### src/rtl/wdog_pkg.sv
package wdog_pkg;
  typedef struct packed {
    logic restart;
    logic expire;
  } wdStrobe_t;
endpackage

### src/rtl/wdog_ctrl.sv
module wdog_ctrl
  import wdog_pkg::*;
#(
  parameter int MULT_W      = 5,
  parameter int RES_W       = 2,
  parameter int RES_STEP    = 2,
  parameter int SYNC_STAGES = 2
) (
  input  logic                        clk,
  input  logic                        rstN,
  input  logic                        tick,
  input  logic                        kick,
  input  logic                        wrEn,
  input  logic [MULT_W+RES_W:0]       regQ,
  output wdStrobe_t                   st
);
  localparam int CNT_W = MULT_W + RES_STEP * ((1 << RES_W) - 1);

  logic [SYNC_STAGES:0] syncQ;
  logic                 kickEdge;
  logic [MULT_W-1:0]    mult;
  logic [RES_W-1:0]     resCode;
  logic [CNT_W-1:0]     limit;
  logic [CNT_W-1:0]     cnt;
  logic                 active;
  logic                 lastTick;

  // Chain of synchroniser flops, plus one more stage for edge detection.
  genvar g;
  generate
    for (g = 0; g <= SYNC_STAGES; g++) begin : gSync
      if (g == 0) begin : gFirst
        always_ff @(posedge clk or negedge rstN)
          if (!rstN) syncQ[0] <= 1'b0;
          else       syncQ[0] <= kick;
      end else begin : gNext
        always_ff @(posedge clk or negedge rstN)
          if (!rstN) syncQ[g] <= 1'b0;
          else       syncQ[g] <= syncQ[g-1];
      end
    end
  endgenerate

  assign kickEdge = syncQ[SYNC_STAGES-1] ^ syncQ[SYNC_STAGES];
  assign mult     = regQ[RES_W +: MULT_W];
  assign resCode  = regQ[RES_W-1:0];
  assign limit    = {{(CNT_W-MULT_W){1'b0}}, mult} << (RES_STEP * int'(resCode));
  assign active   = (mult != '0);
  assign lastTick = tick && active && (cnt == limit - 1'b1);

  assign st.restart = wrEn || kickEdge;
  assign st.expire  = lastTick && !st.restart;

  always_ff @(posedge clk or negedge rstN) begin
    if (!rstN)                 cnt <= '0;
    else if (st.restart)       cnt <= '0;
    else if (tick && active)   cnt <= lastTick ? '0 : cnt + 1'b1;
  end


  idle_no_expire_chk: assert property (@(posedge clk) disable iff (!rstN)
    (mult == '0) |-> !st.expire);


  restart_wins_chk: assert property (@(posedge clk) disable iff (!rstN)
    st.restart |=> (cnt == '0));
endmodule

### src/rtl/wdog_dp.sv
module wdog_dp
  import wdog_pkg::*;
#(
  parameter int REG_W      = 8,
  parameter int REC_CYCLES = 16
) (
  input  logic             clk,
  input  logic             rstN,
  input  wdStrobe_t        st,
  input  logic             wrEn,
  input  logic [REG_W-1:0] wrData,
  input  logic             flagRd,
  input  logic             alarmIrq,
  input  logic             ftOn,
  input  logic             ftWave,
  output logic [REG_W-1:0] regQ,
  output logic             irqN,
  output logic             rstOutN,
  output logic             wdFlag,
  output logic             clrEnables
);
  localparam int STEER_BIT = REG_W - 1;
  localparam int REC_W     = $clog2(REC_CYCLES + 1);

  logic             steer;
  logic             irqLatch;
  logic [REC_W-1:0] recCnt;
  logic             ftAllowed;
  logic             rstExpire;

  assign steer     = regQ[STEER_BIT];
  assign rstExpire = st.expire && steer;

  always_ff @(posedge clk or negedge rstN) begin
    if (!rstN)          regQ <= '0;
    else if (wrEn)      regQ <= wrData;
    else if (rstExpire) regQ <= '0;
  end

  always_ff @(posedge clk or negedge rstN) begin
    if (!rstN)          wdFlag <= 1'b0;
    else if (st.expire) wdFlag <= 1'b1;
    else if (flagRd)    wdFlag <= 1'b0;
  end

  always_ff @(posedge clk or negedge rstN) begin
    if (!rstN)                          irqLatch <= 1'b0;
    else if (wrEn && (wrData == '0))    irqLatch <= 1'b0;
    else if (st.expire && !steer)       irqLatch <= 1'b1;
  end

  always_ff @(posedge clk or negedge rstN) begin
    if (!rstN)              recCnt <= '0;
    else if (rstExpire)     recCnt <= REC_W'(REC_CYCLES);
    else if (recCnt != '0)  recCnt <= recCnt - 1'b1;
  end

  always_ff @(posedge clk or negedge rstN) begin
    if (!rstN) clrEnables <= 1'b0;
    else       clrEnables <= rstExpire;
  end

  assign rstOutN   = (recCnt == '0);
  assign ftAllowed = (regQ == '0) || steer;
  always_comb begin
    if (irqLatch || alarmIrq)   irqN = 1'b0;
    else if (ftOn && ftAllowed) irqN = ftWave;
    else                        irqN = 1'b1;
  end


  flag_set_chk: assert property (@(posedge clk) disable iff (!rstN)
    st.expire |=> wdFlag);


  irq_hold_chk: assert property (@(posedge clk) disable iff (!rstN)
    (irqLatch && !(wrEn && (wrData == '0))) |=> irqLatch);


  rst_start_chk: assert property (@(posedge clk) disable iff (!rstN)
    $fell(rstOutN) |-> $past(st.expire));


  clr_pulse_chk: assert property (@(posedge clk) disable iff (!rstN)
    clrEnables |=> !clrEnables);


  reg_cleared_chk: assert property (@(posedge clk) disable iff (!rstN)
    clrEnables |-> (regQ == '0));
endmodule

### src/rtl/prog_watchdog.sv
module prog_watchdog
  import wdog_pkg::*;
#(
  parameter int MULT_W     = 5,
  parameter int RES_W      = 2,
  parameter int REC_CYCLES = 16
) (
  input  logic                    clk,
  input  logic                    rstN,
  input  logic                    tick,
  input  logic                    kick,
  input  logic                    wrEn,
  input  logic [MULT_W+RES_W:0]   wrData,
  input  logic                    flagRd,
  input  logic                    alarmIrq,
  input  logic                    ftOn,
  input  logic                    ftWave,
  output logic                    irqN,
  output logic                    rstOutN,
  output logic                    wdFlag,
  output logic                    clrEnables,
  output logic [MULT_W+RES_W:0]   wdReg
);
  localparam int REG_W = MULT_W + RES_W + 1;

  wdStrobe_t st;

  wdog_ctrl #(
    .MULT_W(MULT_W), .RES_W(RES_W), .RES_STEP(2), .SYNC_STAGES(2)
  ) u_ctrl (
    .clk(clk), .rstN(rstN), .tick(tick), .kick(kick),
    .wrEn(wrEn), .regQ(wdReg), .st(st)
  );

  wdog_dp #(
    .REG_W(REG_W), .REC_CYCLES(REC_CYCLES)
  ) u_dp (
    .clk(clk), .rstN(rstN), .st(st), .wrEn(wrEn), .wrData(wrData),
    .flagRd(flagRd), .alarmIrq(alarmIrq), .ftOn(ftOn), .ftWave(ftWave),
    .regQ(wdReg), .irqN(irqN), .rstOutN(rstOutN), .wdFlag(wdFlag),
    .clrEnables(clrEnables)
  );
endmodule

### config.mk
export PLATFORM = sky130hd
export DESIGN_NAME = prog_watchdog
export DESIGN_NICKNAME = d
export VERILOG_FILES = /design/src/rtl/wdog_pkg.sv /design/src/rtl/wdog_ctrl.sv /design/src/rtl/wdog_dp.sv /design/src/rtl/prog_watchdog.sv
export SDC_FILE = /design/constraint.sdc
export NUM_CORES = 1
export LEC_CHECK = 0
export BUFFER_PORTS_ARGS = -buffer_cell sky130_fd_sc_hd__buf_4
export CAP_MARGIN = 20
export CORE_MARGIN = 4
export CORE_UTILIZATION = 52
export CTS_CLUSTER_SIZE = 28
export DETAILED_ROUTE_END_ITERATION = 8
export PLACE_DENSITY = 0.76
export REMOVE_ABC_BUFFERS = 1
export SLEW_MARGIN = 20
export SYNTH_ARGS = -nofsm -noshare
export SYNTH_HDL_FRONTEND = slang
export SYNTH_SLANG_ARGS = --single-unit
### constraint.sdc
create_clock -name clk -period 2.7 [get_ports clk]
set_input_delay 0.27 -clock clk [delete_from_list [all_inputs] [get_ports clk]]
set_output_delay 0.27 -clock clk [all_outputs]
set_load 0.1 [all_outputs]
==> flow_metrics.env, run 1 <==
export IMPL_rsz0062_at_grt="no"
export IMPL_p_sw_share_pct=36.9
export IMPL_drive_gt1_share_pct=26.7
export IMPL_min_from="kick"
export IMPL_place_congestion=0.922
export IMPL_totalWireLength_um=5430
export IMPL_grt_max_degree=31
export IMPL_slowest_delay_ps=520
export IMPL_endpoint_kind="flip-flop"
export IMPL_ir_drop_uv=581
export IMPL_cts_root_buf="clkbuf_8"
export IMPL_min_period_ps=2550
export IMPL_cts_buffer_depth=2
export IMPL_finalSetupViolations=0
export IMPL_cpMaxStageDelayCell="dfrtp_2"
export IMPL_clk_latency_ps=280
export IMPL_worst_slew_pin_slew_ps=504
export IMPL_layout_setup_ws_ps=150
export IMPL_start_util_pct=55.2
export IMPL_vias=2071
export IMPL_route_detailed_drc=0
export IMPL_yosys_warnings=0
export IMPL_crit_type="flip-flop to flip-flop"
export IMPL_syn_avg_cell_area_um2=8.81
export IMPL_power_mw=1.60
export IMPL_cap_violations=0
export IMPL_drt_iter0_markers=162
export IMPL_die_w_um=73.8
export IMPL_dp_cells=341
export IMPL_synthFlopType="dfrtp_1"
export IMPL_path_clk_slew_ps=60
export IMPL_final_design_area_no_fill_um2=2730
export IMPL_drv_slew=0
export IMPL_critPathBufInv=1
export IMPL_die_area_um2=5450
export IMPL_p_leak_nw=1.19
export IMPL_grt_ovfl_total=0
export IMPL_p_sw_mw=0.591
export IMPL_grtUsageTotal_pct=22.2
export IMPL_clock_skew_ps=1.57
export IMPL_ant_nets=0
export IMPL_nets=320
export IMPL_p_clk_share_pct=27.5
export IMPL_die_height_um=73.8
export IMPL_stdcell_count=350
export IMPL_hold_viol=0
export IMPL_required_ps=2870
export IMPL_internal_power_mw=1.01
export IMPL_pin_count=29
export IMPL_timing_final_crit_share_pct=94.4
export IMPL_cts_setup_buffers=0
export IMPL_syn_instance_count=256
export IMPL_rr_startpoint="u_dp.regQ[0]"
export IMPL_ys_seq_area_share_pct=33.3
export IMPL_p_per_area_nw_per_um2=587
export IMPL_yosys_register_bits=30
export IMPL_hold_path_end="u_ctrl.syncQ[0]"
export IMPL_cts_tree="yes"
export IMPL_place_ws_ps=58.9
export IMPL_first_global_vias=1971
export IMPL_seqPwrFrac_pct=35.9
export IMPL_async_flop_share_pct=100
export IMPL_crit_chain="nor3b_2 -> inv_1 -> ha_1 -> xnor2_1 -> nor3_1 -> o211a_2 -> nand3_2 -> or2_4 -> a32o_1"
export IMPL_core_um2=4090
export IMPL_grt_pass1_wl_um=9320
export IMPL_detail_route_first_pass_iterations=4
export IMPL_port_buffers=28
export IMPL_startpoint_type="flip-flop"
export IMPL_max_slew_margin_pct=66.3
export IMPL_vias_per_cell=5.92
export IMPL_diodes=0
export IMPL_area_growth_pct=21.2
export IMPL_worstPathArrival_ps=2720
export IMPL_hold_class="primary input to flip-flop"
export IMPL_hold_depth=1
export IMPL_rrSetupSlack_ps=150
export IMPL_synth_edf_count=0
export IMPL_crit_family="simple AND/OR/NAND/NOR gates"
export IMPL_dp_hpwl_um=4000
export IMPL_outcome="finished clean"
export IMPL_cts_buffers=5
export IMPL_r2r_end="u_ctrl.cnt[1]"
export IMPL_cts_sinks=30
export IMPL_h_tree_depth=2
export IMPL_worstPathMaxFanout=16
export IMPL_syn_area_um2=2250
export IMPL_placed_area_um2=2610
export IMPL_combPwrFrac_pct=36.6
export IMPL_maxClockFrequency_mhz=392
export IMPL_reg2regPathDepth=9
export IMPL_num_rows=23
export IMPL_tns_ps=0
export IMPL_antenna_found_initial=0
export IMPL_synth_cell_types=62
export IMPL_wl_per_cell_um=15.5
metal layers:
metal / vias up / GRT usage (%) / wire [µm]
met5: - / 0 / 0
met4: 0 / 8.85 / 121
met2: 68 / 35.6 / 2560
met3: 11 / 3.83 / 272
met1: 986 / 29.7 / 2470
li1: 1006 / - / -
layout by cell type (no fill, tap or decap), types with 3 or more instances in the layout:
cell type,synthesis,routed
o21ai_1,5,5
nand3_1,5,5
o211ai_1,13,13
nand4_1,3,3
o31ai_1,4,4
o21ai_0,9,9
nand2_1,32,32
xnor2_1,12,12
ha_1,4,4
clkbuf_8,0,5
nor2_1,20,20
buf_4,2,51
xor2_1,6,6
inv_1,9,9
dfrtp_1,30,28
nor2b_1,3,3
a21oi_1,9,9
mux2i_1,4,4
nor3_1,7,7
nand2b_1,8,8
nor4b_1,3,3
or3_1,3,3
nor4_1,5,5
synthesized netlist by cell type, drive strengths merged (2+ instances only):
library cell,instances,area (µm²)
xnor2,12,105
xor2,6,52.6
nand2,32,120
nand4,4,40.0
and3b,3,30.0
o21bai,2,15.0
o21a,2,15.0
and3,2,12.5
nor3b,2,20.0
dfrtp,30,751
o2bb2ai,3,32.5
o311ai,2,17.5
nor3,9,55.1
nor2b,3,18.8
mux2i,5,53.8
nand3,6,35.0
clkbuf,6,22.5
o211ai,13,97.6
nor4,7,73.8
ha,4,50.1
inv,9,33.8
o21ai,16,87.6
o31ai,5,42.5
nor2,20,75.1
buf,10,66.3
nand2b,8,50.1
or3,3,18.8
a21oi,9,45.0
and2,2,12.5
nor4b,4,41.3
or2,2,15.0
how the worst max path moves through the flow:
stage | start | end | cells after the start
after floorplan | u_dp.recCnt[0] | u_dp.recCnt[3] | 6
after global placement | u_dp.regQ[0] | u_dp.regQ[7] | 8
after detailed placement | u_dp.regQ[0] | u_dp.regQ[1] | 10
after CTS | u_dp.regQ[0] | u_dp.regQ[1] | 10
after global routing | u_dp.regQ[0] | u_dp.regQ[1] | 9
final | u_dp.regQ[0] | u_ctrl.cnt[1] | 9
through the flow:
stage               utilization [%]  hold slack [ps]
global route                   66.9             85.4
floorplan                         -            -25.6
global placement               63.9              215
CTS                            66.8             86.3
finish                         66.9             94.0
detailed placement             63.9              223
power by group through the flow:
stage                     sequential (mW)  combinational (mW)  clock [mW]
after global routing                0.583               0.641       0.475
after detailed placement            0.578               0.585           0
after CTS                           0.573               0.589       0.451
after floorplan                     0.651               0.343           0
final                               0.576               0.587       0.440
after global placement              0.577               0.572           0
worst reg2reg max path, stage by stage, from the launching register on:
cell and delay (ps):
dfrtp_2 520, nor3b_2 280, inv_1 80, ha_1 310, xnor2_1 130, nor3_1 190, o211a_2 220, nand3_2 140
or2_4 310, a32o_1 270
state kept, by name (all words and copies together), names as in the netlist:
| register | cells |
|---|---|
| u_dp.regQ | 8 |
| u_ctrl.cnt | 11 |
| u_dp.recCnt | 5 |
| u_dp.irqLatch | 1 |
| u_dp.clrEnables | 1 |
| u_dp.wdFlag | 1 |
| u_ctrl.syncQ | 3 |
logic make-up after synthesis:
family / Yosys count / share of synthesized area (%)
muxes: 5 / 2.39
adders and majority gates: 4 / 2.22
xor gates and xnor gates: 19 / 7.99
AOI/OAI and AO/OA: 61 / 19.6
buffers and inverters: 26 / 5.60
DFF: 30 / 33.3
and+or+nand+nor: 111 / 28.9
cell type report:
| cell class | count | area (µm²) |
|---|---|---|
| repair buffers | 52 | 393 |
| fillers | 349 | 1350 |
| flip-flops and latches | 30 | 753 |
| inverters | 10 | 37.5 |
| clock inverters | 3 | 40.0 |
| well taps | 50 | 62.6 |
| clock buffers | 5 | 68.8 |
| multi-input cells | 200 | 1380 |
what timing repair did:
item / in CTS / in global routing
hold buffers: 1 / 0
setup endpoints to repair: 0 / 20
gates resized for setup: 0 / 2
hold endpoints to repair: 30 / 0
Power figures use the tool's default switching activity.
==> run 2, diff against run 1 <==
- REMOVE_ABC_BUFFERS: 1 -> unset
==> run 2 against run 1 <==
Compared with the run above: clock-buffer cell count grew 1; critical path depth down 1; register-to-register slack worse by 20 ps.
==> flow_metrics.env, run 2 (same netlist as run 1, synthesis figures left out) <==
export IMPL_finalSetupViolations=0
export IMPL_grt_ovfl_total=0
export IMPL_tns_ps=0
export IMPL_crit_chain="and2b_1 -> a221oi_1 -> and4b_1 -> nand3b_1 -> nand4_4 -> nor4_4 -> buf_4 -> or3b_1"
export IMPL_first_global_vias=1899
export IMPL_mostFrequentLayoutCell="buf_4"
export IMPL_max_slew_margin_pct=64.1
export IMPL_outcome="finished clean"
export IMPL_wl_per_cell_um=15.6
export IMPL_ir_drop_uv=528
export IMPL_multi_input_area_um2=1430
export IMPL_crit_path_end="u_dp.recCnt[4]"
export IMPL_num_rows=23
export IMPL_cpMaxStageDelayCell="dfrtp_4"
export IMPL_antenna_found_initial=0
export IMPL_r2r_end="u_dp.recCnt[4]"
export IMPL_pin_count=29
export IMPL_die_w_um=73.8
export IMPL_slowest_delay_ps=570
export IMPL_grt_pass1_wl_um=9030
export IMPL_die_area_um2=5450
export IMPL_required_ps=2860
export IMPL_grt_max_degree=31
export IMPL_place_ws_ps=68.5
export IMPL_cts_root_buf="clkbuf_8"
export IMPL_vias_per_cell=5.89
export IMPL_crit_type="flip-flop to flip-flop"
export IMPL_wl_met2_um=2480
export IMPL_cap_violations=0
export IMPL_final_cell_mix="buf_4, nand2_1, dfrtp_1"
export IMPL_worst_slew_pin_slew_ps=532
export IMPL_drive_gt1_share_pct=26.1
export IMPL_h_tree_depth=2
export IMPL_startpoint_type="flip-flop"
export IMPL_nFillCells=350
export IMPL_top_register="u_ctrl.cnt"
export IMPL_min_period_ps=2570
export IMPL_diodes=0
export IMPL_p_per_area_nw_per_um2=577
export IMPL_drt_iter0_markers=268
export IMPL_place_congestion=0.862
export IMPL_rsz0062_at_grt="no"
export IMPL_whs_ps=92.0
export IMPL_layout_setup_ws_ps=127
export IMPL_largest_reg_flops=11
export IMPL_reg_largest_list="u_ctrl.cnt x11, u_dp.regQ x8, u_dp.recCnt x5"
export IMPL_path_clk_slew_ps=60
export IMPL_cts_buffer_depth=2
export IMPL_rr_startpoint="u_dp.regQ[0]"
export IMPL_die_height_um=73.8
export IMPL_clk_latency_ps=280
export IMPL_maxClockFrequency_mhz=389
export IMPL_timing_final_crit_share_pct=95.3
export IMPL_top_layer_used="met4"
export IMPL_crit_start="u_dp.regQ[0]"
export IMPL_stdcell_count=334
export IMPL_nets=304
export IMPL_dp_cells=324
export IMPL_dp_hpwl_um=3830
export IMPL_hold_viol=0
export IMPL_drv_slew=0
export IMPL_cts_buffers=5
export IMPL_cts_sinks=30
export IMPL_detail_route_first_pass_iterations=4
export IMPL_cts_tree="yes"
export IMPL_clock_skew_ps=2.38
export IMPL_grtUsageTotal_pct=21.5
export IMPL_worstPathArrival_ps=2730
export IMPL_start_util_pct=55.2
export IMPL_ant_nets=0
export IMPL_endpoint_kind="flip-flop"
export IMPL_route_detailed_drc=0
export IMPL_syn_nets=277
export IMPL_vias=1967
export IMPL_port_buffers=28
export IMPL_core_um2=4090
export IMPL_met3_length_um=263
export IMPL_met1_length_um=2400
export IMPL_area_growth_pct=18.2
export IMPL_reg2regPathDepth=8
export IMPL_p_leak_nw=1.10
export IMPL_power_mw=1.54
export IMPL_hold_class="primary input to flip-flop"
export IMPL_seq_area_um2=764
export IMPL_totalWireLength_um=5200
export IMPL_rrSetupSlack_ps=130
export IMPL_worstPathMaxFanout=14
[run 2: cell types whose count changed in the layout (fill, tap and decap cells not counted), moves of 2 or more]
cell / previous run / this run
buf_4: 51 / 35
clkinvlp_4: 0 / 2
dfrtp_1: 28 / 23
dfrtp_2: 2 / 5
dfrtp_4: 0 / 2
nor4b_1: 3 / 1
[run 2: per-stage QoR]
step                area (µm²)  utilization, %
CTS                       2640            64.6
global placement          2530            62.0
detailed placement        2530            62.0
finish                    2670            65.2
floorplan                 2310               -
global route              2670            65.2
[run 2: worst min path at each step]
stage / from / to / slack [ps] / depth (start not counted)
floorplan: rstN / u_ctrl.cnt[0] / -30 / 0
global placement: rstN / u_dp.recCnt[3] / 210 / 1
detailed placement: rstN / u_dp.recCnt[3] / 220 / 1
CTS: kick / u_ctrl.syncQ[0] / 80 / 1
global route: kick / u_ctrl.syncQ[0] / 80 / 1
finish: kick / u_ctrl.syncQ[0] / 90 / 1
[run 2: what timing repair did]
action | 4_1_cts | 5_1_grt
endpoints found under the setup margin | 0 | 23
gates resized for setup | 0 | 3
endpoints found under the hold margin | 30 | 0
setup buffers | 0 | 1
hold buffers | 1 | 0
[run 2: area by class of cell]
type                            count  share of cell area [%]
Clock buffer                        6                    3.10
Clock inverter                      2                   0.469
Inverter                           10                    1.55
Multi-Input combinational cell    200                    53.6
Sequential cell                    30                    28.7
Tap cell                           50                    2.35
Timing Repair Buffer               36                    10.2
[run 2: per-layer routing]
metal	track usage, %	up-vias
met2	34.2	58
met4	5.43	0
met3	3.69	7
met5	0	-
met1	30.3	929
li1	-	973
[run 2: report_power, final]
group	switching (mW)	internal, mW	total, mW
registers	0.0932	0.508	0.601
logic	0.341	0.221	0.562
clock network	0.171	0.204	0.375
[run 2: critical path, delay by kind of cell (launching register included)]
family / cells / cell delay (ps)
AND/OR/NAND/NOR: 6 / 1360
flip-flops: 1 / 570
AO/OA/AOI/OAI: 1 / 340
buffers and inverters: 1 / 180
